===== src/rtl/lpm_pkg.sv =====
package lpm_pkg;

  typedef enum logic [1:0] {
    ST_RUN   = 2'd0,
    ST_LIGHT = 2'd1,
    ST_DEEP  = 2'd2
  } lpm_state_e;

  localparam logic [1:0] STAT_RUN  = 2'b00;
  localparam logic [1:0] STAT_LOWP = 2'b10;

  function automatic logic [1:0] status_of(input lpm_state_e s);
    return (s == ST_RUN) ? STAT_RUN : STAT_LOWP;
  endfunction

endpackage


===== src/rtl/lpm_wake_enc.sv =====
module lpm_wake_enc #(
  parameter int IRL_W  = 4,
  parameter int PER_N  = 8,
  parameter int CODE_W = 12,
  parameter logic [CODE_W-1:0] NMI_CODE  = 12'h1C0,
  parameter logic [CODE_W-1:0] IRL_BASE  = 12'h200,
  parameter logic [CODE_W-1:0] PER_BASE  = 12'h400,
  parameter logic [CODE_W-1:0] CODE_STEP = 12'h020
) (
  input  logic              nmi_i,
  input  logic [IRL_W-1:0]  ext_lvl_i,
  input  logic [PER_N-1:0]  per_irq_i,
  output logic              irq_any_o,
  output logic [CODE_W-1:0] code_o
);

  localparam int PAD_W = CODE_W - IRL_W;

  logic [CODE_W-1:0] per_code [PER_N];
  logic [CODE_W-1:0] lvl_ext;
  logic [CODE_W-1:0] lvl_code;
  logic [CODE_W-1:0] per_sel;
  logic              lvl_hit;
  logic              per_hit;

  genvar g;
  generate
    for (g = 0; g < PER_N; g++) begin : g_per_code
      assign per_code[g] = PER_BASE + CODE_W'(g) * CODE_STEP;
    end
  endgenerate

  assign lvl_ext  = {{PAD_W{1'b0}}, ext_lvl_i};
  assign lvl_code = IRL_BASE + lvl_ext * CODE_STEP;
  assign lvl_hit  = |ext_lvl_i;
  assign per_hit  = |per_irq_i;

  always_comb begin
    per_sel = '0;
    for (int i = PER_N - 1; i >= 0; i--) begin
      if (per_irq_i[i]) per_sel = per_code[i];
    end
  end

  always_comb begin
    if (nmi_i)        code_o = NMI_CODE;
    else if (lvl_hit) code_o = lvl_code;
    else              code_o = per_sel;
  end

  assign irq_any_o = nmi_i | lvl_hit | per_hit;

endmodule


===== src/rtl/lpm_seq.sv =====
module lpm_seq
  import lpm_pkg::*;
(
  input  logic       clk,
  input  logic       rst,
  input  logic       sleep_req_i,
  input  logic       stby_en_i,
  input  logic       deep_sel_i,
  input  logic       irq_any_i,
  input  logic       rst_any_i,
  output lpm_state_e state_nxt_o,
  output logic       wake_irq_o,
  output logic       stby_hit_o
);

  lpm_state_e state_q;
  lpm_state_e state_d;

  always_comb begin
    state_d = state_q;
    if (rst_any_i) begin
      state_d = ST_RUN;
    end else begin
      case (state_q)
        ST_RUN: begin
          if (sleep_req_i && !stby_en_i)
            state_d = deep_sel_i ? ST_DEEP : ST_LIGHT;
        end
        ST_LIGHT, ST_DEEP: begin
          if (irq_any_i) state_d = ST_RUN;
        end
        default: state_d = ST_RUN;
      endcase
    end
  end

  always_ff @(posedge clk) begin
    if (rst) state_q <= ST_RUN;
    else     state_q <= state_d;
  end

  assign state_nxt_o = state_d;
  assign wake_irq_o  = (state_q != ST_RUN) && irq_any_i && !rst_any_i;
  assign stby_hit_o  = (state_q == ST_RUN) && sleep_req_i && stby_en_i && !rst_any_i;

endmodule


===== src/rtl/lpm_out_reg.sv =====
module lpm_out_reg
  import lpm_pkg::*;
#(
  parameter int CODE_W = 12
) (
  input  logic              clk,
  input  logic              rst,
  input  lpm_state_e        state_nxt_i,
  input  logic              wake_irq_i,
  input  logic              stby_hit_i,
  input  logic              rst_any_i,
  input  logic [CODE_W-1:0] code_i,
  output logic              cpu_halt_o,
  output logic              pclk_en_o,
  output logic              dma_en_o,
  output logic              bus_en_o,
  output logic [1:0]        status_o,
  output logic              exc_start_o,
  output logic              stby_req_o,
  output logic [CODE_W-1:0] evt_code_o
);

  always_ff @(posedge clk) begin
    if (rst) begin
      cpu_halt_o  <= 1'b0;
      pclk_en_o   <= 1'b1;
      dma_en_o    <= 1'b1;
      bus_en_o    <= 1'b1;
      status_o    <= STAT_RUN;
      exc_start_o <= 1'b0;
      stby_req_o  <= 1'b0;
    end else begin
      cpu_halt_o  <= (state_nxt_i != ST_RUN);
      pclk_en_o   <= 1'b1;
      dma_en_o    <= (state_nxt_i != ST_DEEP);
      bus_en_o    <= (state_nxt_i != ST_DEEP);
      status_o    <= status_of(state_nxt_i);
      exc_start_o <= wake_irq_i;
      stby_req_o  <= stby_hit_i;
    end
  end

  always_ff @(posedge clk) begin
    if (rst || rst_any_i) evt_code_o <= '0;
    else if (wake_irq_i)  evt_code_o <= code_i;
  end

endmodule


===== src/rtl/lpm_ctrl.sv =====
module lpm_ctrl
  import lpm_pkg::*;
#(
  parameter int IRL_W  = 4,
  parameter int PER_N  = 8,
  parameter int CODE_W = 12,
  parameter logic [CODE_W-1:0] NMI_CODE  = 12'h1C0,
  parameter logic [CODE_W-1:0] IRL_BASE  = 12'h200,
  parameter logic [CODE_W-1:0] PER_BASE  = 12'h400,
  parameter logic [CODE_W-1:0] CODE_STEP = 12'h020
) (
  input  logic              clk,
  input  logic              rst,
  input  logic              sleep_req_i,
  input  logic              stby_en_i,
  input  logic              deep_sel_i,
  input  logic              nmi_i,
  input  logic [IRL_W-1:0]  ext_lvl_i,
  input  logic [PER_N-1:0]  per_irq_i,
  input  logic              int_mask_i,
  input  logic              por_pin_i,
  input  logic              mrst_pin_i,
  input  logic              wdt_por_i,
  input  logic              wdt_mrst_i,
  output logic              cpu_halt_o,
  output logic              pclk_en_o,
  output logic              dma_en_o,
  output logic              bus_en_o,
  output logic [1:0]        status_o,
  output logic              exc_start_o,
  output logic              stby_req_o,
  output logic [CODE_W-1:0] evt_code_o
);

  logic              rst_any;
  logic              irq_any;
  logic [CODE_W-1:0] wake_code;
  lpm_state_e        state_nxt;
  logic              wake_irq;
  logic              stby_hit;
  logic              unused_mask;

  // Wake acceptance does not look at the core's interrupt mask.
  assign unused_mask = int_mask_i;
  assign rst_any     = por_pin_i | mrst_pin_i | wdt_por_i | wdt_mrst_i;

  lpm_wake_enc #(
    .IRL_W(IRL_W), .PER_N(PER_N), .CODE_W(CODE_W),
    .NMI_CODE(NMI_CODE), .IRL_BASE(IRL_BASE),
    .PER_BASE(PER_BASE), .CODE_STEP(CODE_STEP)
  ) u_enc (
    .nmi_i     (nmi_i),
    .ext_lvl_i (ext_lvl_i),
    .per_irq_i (per_irq_i),
    .irq_any_o (irq_any),
    .code_o    (wake_code)
  );

  lpm_seq u_seq (
    .clk         (clk),
    .rst         (rst),
    .sleep_req_i (sleep_req_i),
    .stby_en_i   (stby_en_i),
    .deep_sel_i  (deep_sel_i),
    .irq_any_i   (irq_any),
    .rst_any_i   (rst_any),
    .state_nxt_o (state_nxt),
    .wake_irq_o  (wake_irq),
    .stby_hit_o  (stby_hit)
  );

  lpm_out_reg #(.CODE_W(CODE_W)) u_out (
    .clk         (clk),
    .rst         (rst),
    .state_nxt_i (state_nxt),
    .wake_irq_i  (wake_irq),
    .stby_hit_i  (stby_hit),
    .rst_any_i   (rst_any),
    .code_i      (wake_code),
    .cpu_halt_o  (cpu_halt_o),
    .pclk_en_o   (pclk_en_o),
    .dma_en_o    (dma_en_o),
    .bus_en_o    (bus_en_o),
    .status_o    (status_o),
    .exc_start_o (exc_start_o),
    .stby_req_o  (stby_req_o),
    .evt_code_o  (evt_code_o)
  );

endmodule


===== config.mk =====
export PLATFORM = sky130hd
export DESIGN_NAME = lpm_ctrl
export DESIGN_NICKNAME = d
export VERILOG_FILES = /design/src/rtl/lpm_pkg.sv /design/src/rtl/lpm_wake_enc.sv /design/src/rtl/lpm_seq.sv /design/src/rtl/lpm_out_reg.sv /design/src/rtl/lpm_ctrl.sv
export SDC_FILE = /design/constraint.sdc
export NUM_CORES = 1
export LEC_CHECK = 0
export ABC_CLOCK_PERIOD_IN_PS = 4400
export BUFFER_PORTS_ARGS = -buffer_cell sky130_fd_sc_hd__buf_2
export CAP_MARGIN = 15
export CORE_ASPECT_RATIO = 1.4
export CORE_UTILIZATION = 25
export DETAILED_ROUTE_END_ITERATION = 8
export PLACE_DENSITY = 0.45
export SLEW_MARGIN = 20
export SYNTH_ARGS = -nofsm -noshare
export SYNTH_HDL_FRONTEND = slang
export SYNTH_HIERARCHICAL = 1
export SYNTH_SLANG_ARGS = --single-unit

===== constraint.sdc =====
create_clock -name clk -period 4.4 [get_ports clk]
set_input_delay 0.66 -clock clk [delete_from_list [all_inputs] [get_ports clk]]
set_output_delay 0.66 -clock clk [all_outputs]
set_load 0.005 [all_outputs]

# Word level (Yosys, flattened, before mapping)

Cells that the tools add are included.

Register bits: 20
Input bits: 23
Output and inout bits: 20
Logic and storage cells: 48

Add/sub/neg operators: 1
Equality and inequality tests: 3
Multiplexer cells: 16
Bitwise operators: 5
Reduce and logical (&&, ||, !) cells: 16

Operators with widths:

| kind                                                             | count |
|---|---|
| 11-bit 2-to-1 mux                                                | 8 |
| 12-bit 2-to-1 mux                                                | 2 |
| 10-bit by 9-bit adder with 11-bit output (first input constant)  | 1 |
| 2-bit 2-to-1 mux                                                 | 5 |
| 8-bit OR reduction                                               | 1 |
| 1-bit logical AND                                                | 6 |
| 1-bit OR                                                         | 5 |
| 2-bit logical NOT                                                | 2 |
| 2-bit case mux with 2 select lines                               | 1 |
| 2-bit nonzero test                                               | 2 |
| 4-bit OR reduction                                               | 1 |
| 2-bit by 1-bit == test with 1-bit output (second input constant) | 1 |
| 2-bit == test (second input constant)                            | 1 |
| 1-bit logical NOT                                                | 2 |
| 2-bit != test (second input constant)                            | 1 |
| 2-bit OR reduction                                               | 1 |
| 1-bit logical OR                                                 | 1 |

# Depth between registers and ports, before layout

Depth after elaboration: 10
Mapped depth: 8

# Hierarchy

The synthesis kept the hierarchy.

Modules (own cells, without submodules):

| module       | instances | cells each | area each (um2) | sequential area each (um2) |
|---|---|---|---|---|
| lpm_out_reg  | 1         | 55         | 603.1           | 320.3 |
| lpm_wake_enc | 1         | 31         | 212.7           | 0.0 |
| lpm_seq      | 1         | 21         | 183.9           | 40.0 |
| lpm_ctrl     | 1         | 1          | 7.5             | 0.0 |

# Least setup slack after synthesis

Ideal clock, no wire load.

Path type: input port to flip-flop
From: input per_irq_i[6]
To: register u_out.bus_en_o
Setup time: 132 ps
Arrival time: 2365 ps
Data required time: 4268 ps
Slack: 1903 ps
Cell stages on the path: 7
Path buffers: 0
Path through: or4_4 -> nor4_1 -> nand2_1 -> and3b_1 -> a31oi_1 -> a211oi_1 -> or3b_2

Longest elaborated chain between the ends: 6

Ends and longest elaborated chain:

| element                            | line               | source |
|---|---|---|
| from (decl)                        | lpm_ctrl.sv:19     | `input logic [PER_N-1:0] per_irq_i,` |
| 8-bit OR reduction                 | lpm_wake_enc.sv:36 | `assign per_hit = \|per_irq_i;` |
| 1-bit OR                           | lpm_wake_enc.sv:51 | `assign irq_any_o = nmi_i \| lvl_hit \| per_hit;` |
| net irq_any                        | lpm_ctrl.sv:36     | `logic irq_any;` |
| 2-bit 2-to-1 mux                   | lpm_seq.sv:30      | `if (irq_any_i) state_d = ST_RUN;` |
| 2-bit case mux with 2 select lines | lpm_seq.sv:24      | `case (state_q)` |
| 2-bit 2-to-1 mux                   | lpm_seq.sv:21      | `if (rst_any_i) begin` |
| net state_nxt[1]                   | lpm_ctrl.sv:38     | `lpm_state_e state_nxt;` |
| 2-bit != test                      | lpm_out_reg.sv:36  | `bus_en_o <= (state_nxt_i != ST_DEEP);` |
| to (signal assigned)               | lpm_out_reg.sv:36  |  |
| to (decl)                          | lpm_out_reg.sv:16  | `output logic bus_en_o,` |

The timed path passes the listed nets, and every way through them passes these cells.
A chain may end at the register's enable or synchronous reset.

# Worst setup path after layout

Same ends and word-level chain as after synthesis.

==> flow_summary.json <==
{
  "power_uw": 301,
  "synthCells": 108,
  "status": "completed",
  "cts_tree": "built",
  "clkTransAtPathRegs_ns": 0.06,
  "worst_r2r_endpoint": "u_out/evt_code_o[9]",
  "slew_viol_final": 0,
  "cts_setup_buffers": 0,
  "grt-ovfl-total": 0,
  "portBuffers": 39,
  "synth-edff-count": 0,
  "finClkSkew_ns": 0.00105,
  "rsz0062_at_grt": "false",
  "crit_arrival_ns": 2.67,
  "dieArea_um2": 4290,
  "hp-start": "u_out/evt_code_o[3]",
  "critPathLaunchType": "input pin",
  "period_share_pct": 57.9,
  "start_util_pct": 26.9,
  "synth-async-reset-ratio_pct": 0,
  "leakagePower_uw": 0.000503,
  "rows": 26,
  "yosys_warnings": 6,
  "vias_per_cell": 4.58,
  "totalWireLength_um": 2070,
  "antenna_found_initial": 0,
  "finalNonFillerCells": 183,
  "wl_per_cell_um": 11.3,
  "holdBufCountCts": 0,
  "reg2reg_from": "u_seq/state_q[0]",
  "synth_area_leaders": "dfxtp_1, mux2i_1, buf_4",
  "num_vias": 839,
  "clkLatencyLatePin_ns": 0.24,
  "wl_met3_um": 109,
  "synth_area_per_cell_um2": 9.33,
  "grt_pass1_vias": 807,
  "grt_usage_pct": 9.67,
  "wl_met1_um": 924,
  "cts_sinks": 18,
  "synthTopCellsByCount": "dfxtp_1, nor2_1, mux2i_1",
  "drv_cap": 0,
  "die_w_um": 55.6,
  "pin_count": 43,
  "ys_ff_latch": 18,
  "max_slew_margin_pct": 47.6,
  "hold_viol_final": 0,
  "clk_path_buf_depth": 2,
  "syn_area_um2": 1010,
  "cts_made_buffers": 3,
  "ys_seq_area_share_pct": 35.8,
  "n_fill_cell": 403,
  "drt_first_pass_iters": 4,
  "hpwl_um": 1640,
  "synth_ff_type": "dfxtp_1",
  "yosysUniqueCellTypes": 36,
  "routabilityCongestion": 0.727,
  "dp_cells": 180,
  "multi_input_area_um2": 546,
  "min_path_type": "flop to flop",
  "cts-resized-gates": 0,
  "cp_max_fo": 3,
  "regArea_um2": 360,
  "fmax_mhz": 392,
  "synth.top_cell.area_share_pct": 35.8,
  "criticalPathCategory": "input pin to flop",
  "worstMarginPinSlew_ns": 0.785,
  "fp.coreArea_um2": 3740,
  "worst_r2r_path_depth": 5,
  "hold_end": "u_out/evt_code_o[3]",
  "drt-initial-drc-count": 17,
  "nets": 168,
  "htree_levels": 1,
  "dr_wl_met2_um": 1020,
  "end_kind": "flop",
  "peakVddDrop_uv": 158,
  "grt_pass1_wl_um": 3390,
  "power_density_nw_per_um2": 249,
  "setup_tns_ns": 0,
  "syn_to_final_growth_pct": 20.1,
  "rrSetupSlack_ns": 2.58,
  "post-route-min-period_ns": 2.55,
  "synth_top_area_cell": "dfxtp_1",
  "cts-root-buf": "clkbuf_8",
  "layout-drive-gt1-share_pct": 38.3,
  "drcViolationCount": 0,
  "hold-path-cell-count": 2,
  "routed.top_layer": "met4",
  "finalSetupViolations": 0,
  "required_ns": 4.52,
  "ant_nets": 0,
  "grt_max_degree": 14,
  "die_h_um": 77.1,
  "antennaDiodeCount": 0
}
[power breakdown]
part           internal (uW)  switching (uW)  leakage (uW)
logic                   13.1            15.1      0.000336
registers                163           0.106      0.000145
clock network           60.6            49.5     0.0000216
[through the flow]
| step | setup WS [ns] | util (%) | hold slack, ns | area [um2] |
|---|---|---|---|---|
| final | 1.85 | 32.3 | 0.496 | 1210 |
| after global routing | 1.74 | 32.3 | 0.528 | 1210 |
| after CTS | 1.85 | 32.3 | 0.499 | 1210 |
| after detailed placement | 1.60 | 31.2 | 0.479 | 1170 |
| after global placement | 1.48 | 31.1 | 0.471 | 1160 |
| after floorplan | 1.90 | - | 0.485 | 1030 |
[layer usage]
metal	vias up	global-route usage, %
met2	26	16.4
met4	0	3.75
met1	380	11.5
li1	431	-
met5	-	0
met3	2	2.53
[placed cells by master (no fill, tap or decap)]
cell type   n
or4_1       1
or2_4       1
nor4_1      2
or3b_2      1
nor3b_4     1
a311o_1     1
conb_1      8
nand4b_1    1
inv_1       4
dfxtp_1    18
nor3_1      2
and3b_1     2
and2b_2     2
or2_2       1
buf_2      39
nand2_1     2
or3_1       1
nor3b_1     1
nor4b_1     1
or3_4       1
nor2_1     18
or4_4       2
a211oi_1    1
a211oi_2    1
nor3_4      1
o31ai_1     1
a221oi_1    1
a21oi_1     2
clkbuf_8    3
nand2b_1    2
mux2i_1    12
ha_1        2
o2bb2ai_1   1
a31oi_1     3
a211o_2     1
[logic make-up (layout without fill, tap and decap cells)]
logic type	count (synthesis)	in the layout	synth area share, %
compound gates	12	12	9.32
fa+ha+maj	2	2	2.48
buf+inv	18	46	13.0
flops	18	18	35.8
mux	12	12	11.9
other cells	3	8	1.12
simple gates	43	43	26.3
[state kept, by name, summed over array words and instances, names as in the netlist]
name and cells:
u_out/bus_en_o 1, u_out/evt_code_o 12, u_out/exc_start_o 1, u_out/status_o 1, u_out/stby_req_o 1, u_seq/state_q 2
[worst max path at each step]
stage / startpoint / end / depth (start not counted) / slack [ns]
finish: per_irq_i[6] / u_out/bus_en_o / 8 / 1.85
global route: per_irq_i[6] / u_out/bus_en_o / 8 / 1.74
CTS: per_irq_i[6] / u_out/bus_en_o / 8 / 1.85
detailed placement: per_irq_i[6] / u_out/bus_en_o / 8 / 1.60
global placement: mrst_pin_i / u_out/evt_code_o[6] / 5 / 1.48
floorplan: per_irq_i[6] / u_out/bus_en_o / 7 / 1.90
[critical path, cell delays in order]
cell and delay, ns:
buf_2 0.11, or4_4 0.54, nor4_1 0.20, nand2_1 0.13
and3b_1 0.22, a31oi_1 0.05, a211oi_1 0.29, or3b_2 0.47
[layout make-up]
cell class | instances | area share (%)
repair buffers | 39 | 16.1
multi-input cells | 77 | 45.1
clock buffers | 3 | 3.41
flip-flops and latches | 18 | 29.8
well taps | 42 | 4.34
inverters | 4 | 1.24
Note: power is estimated with default switching activity, not from simulation.
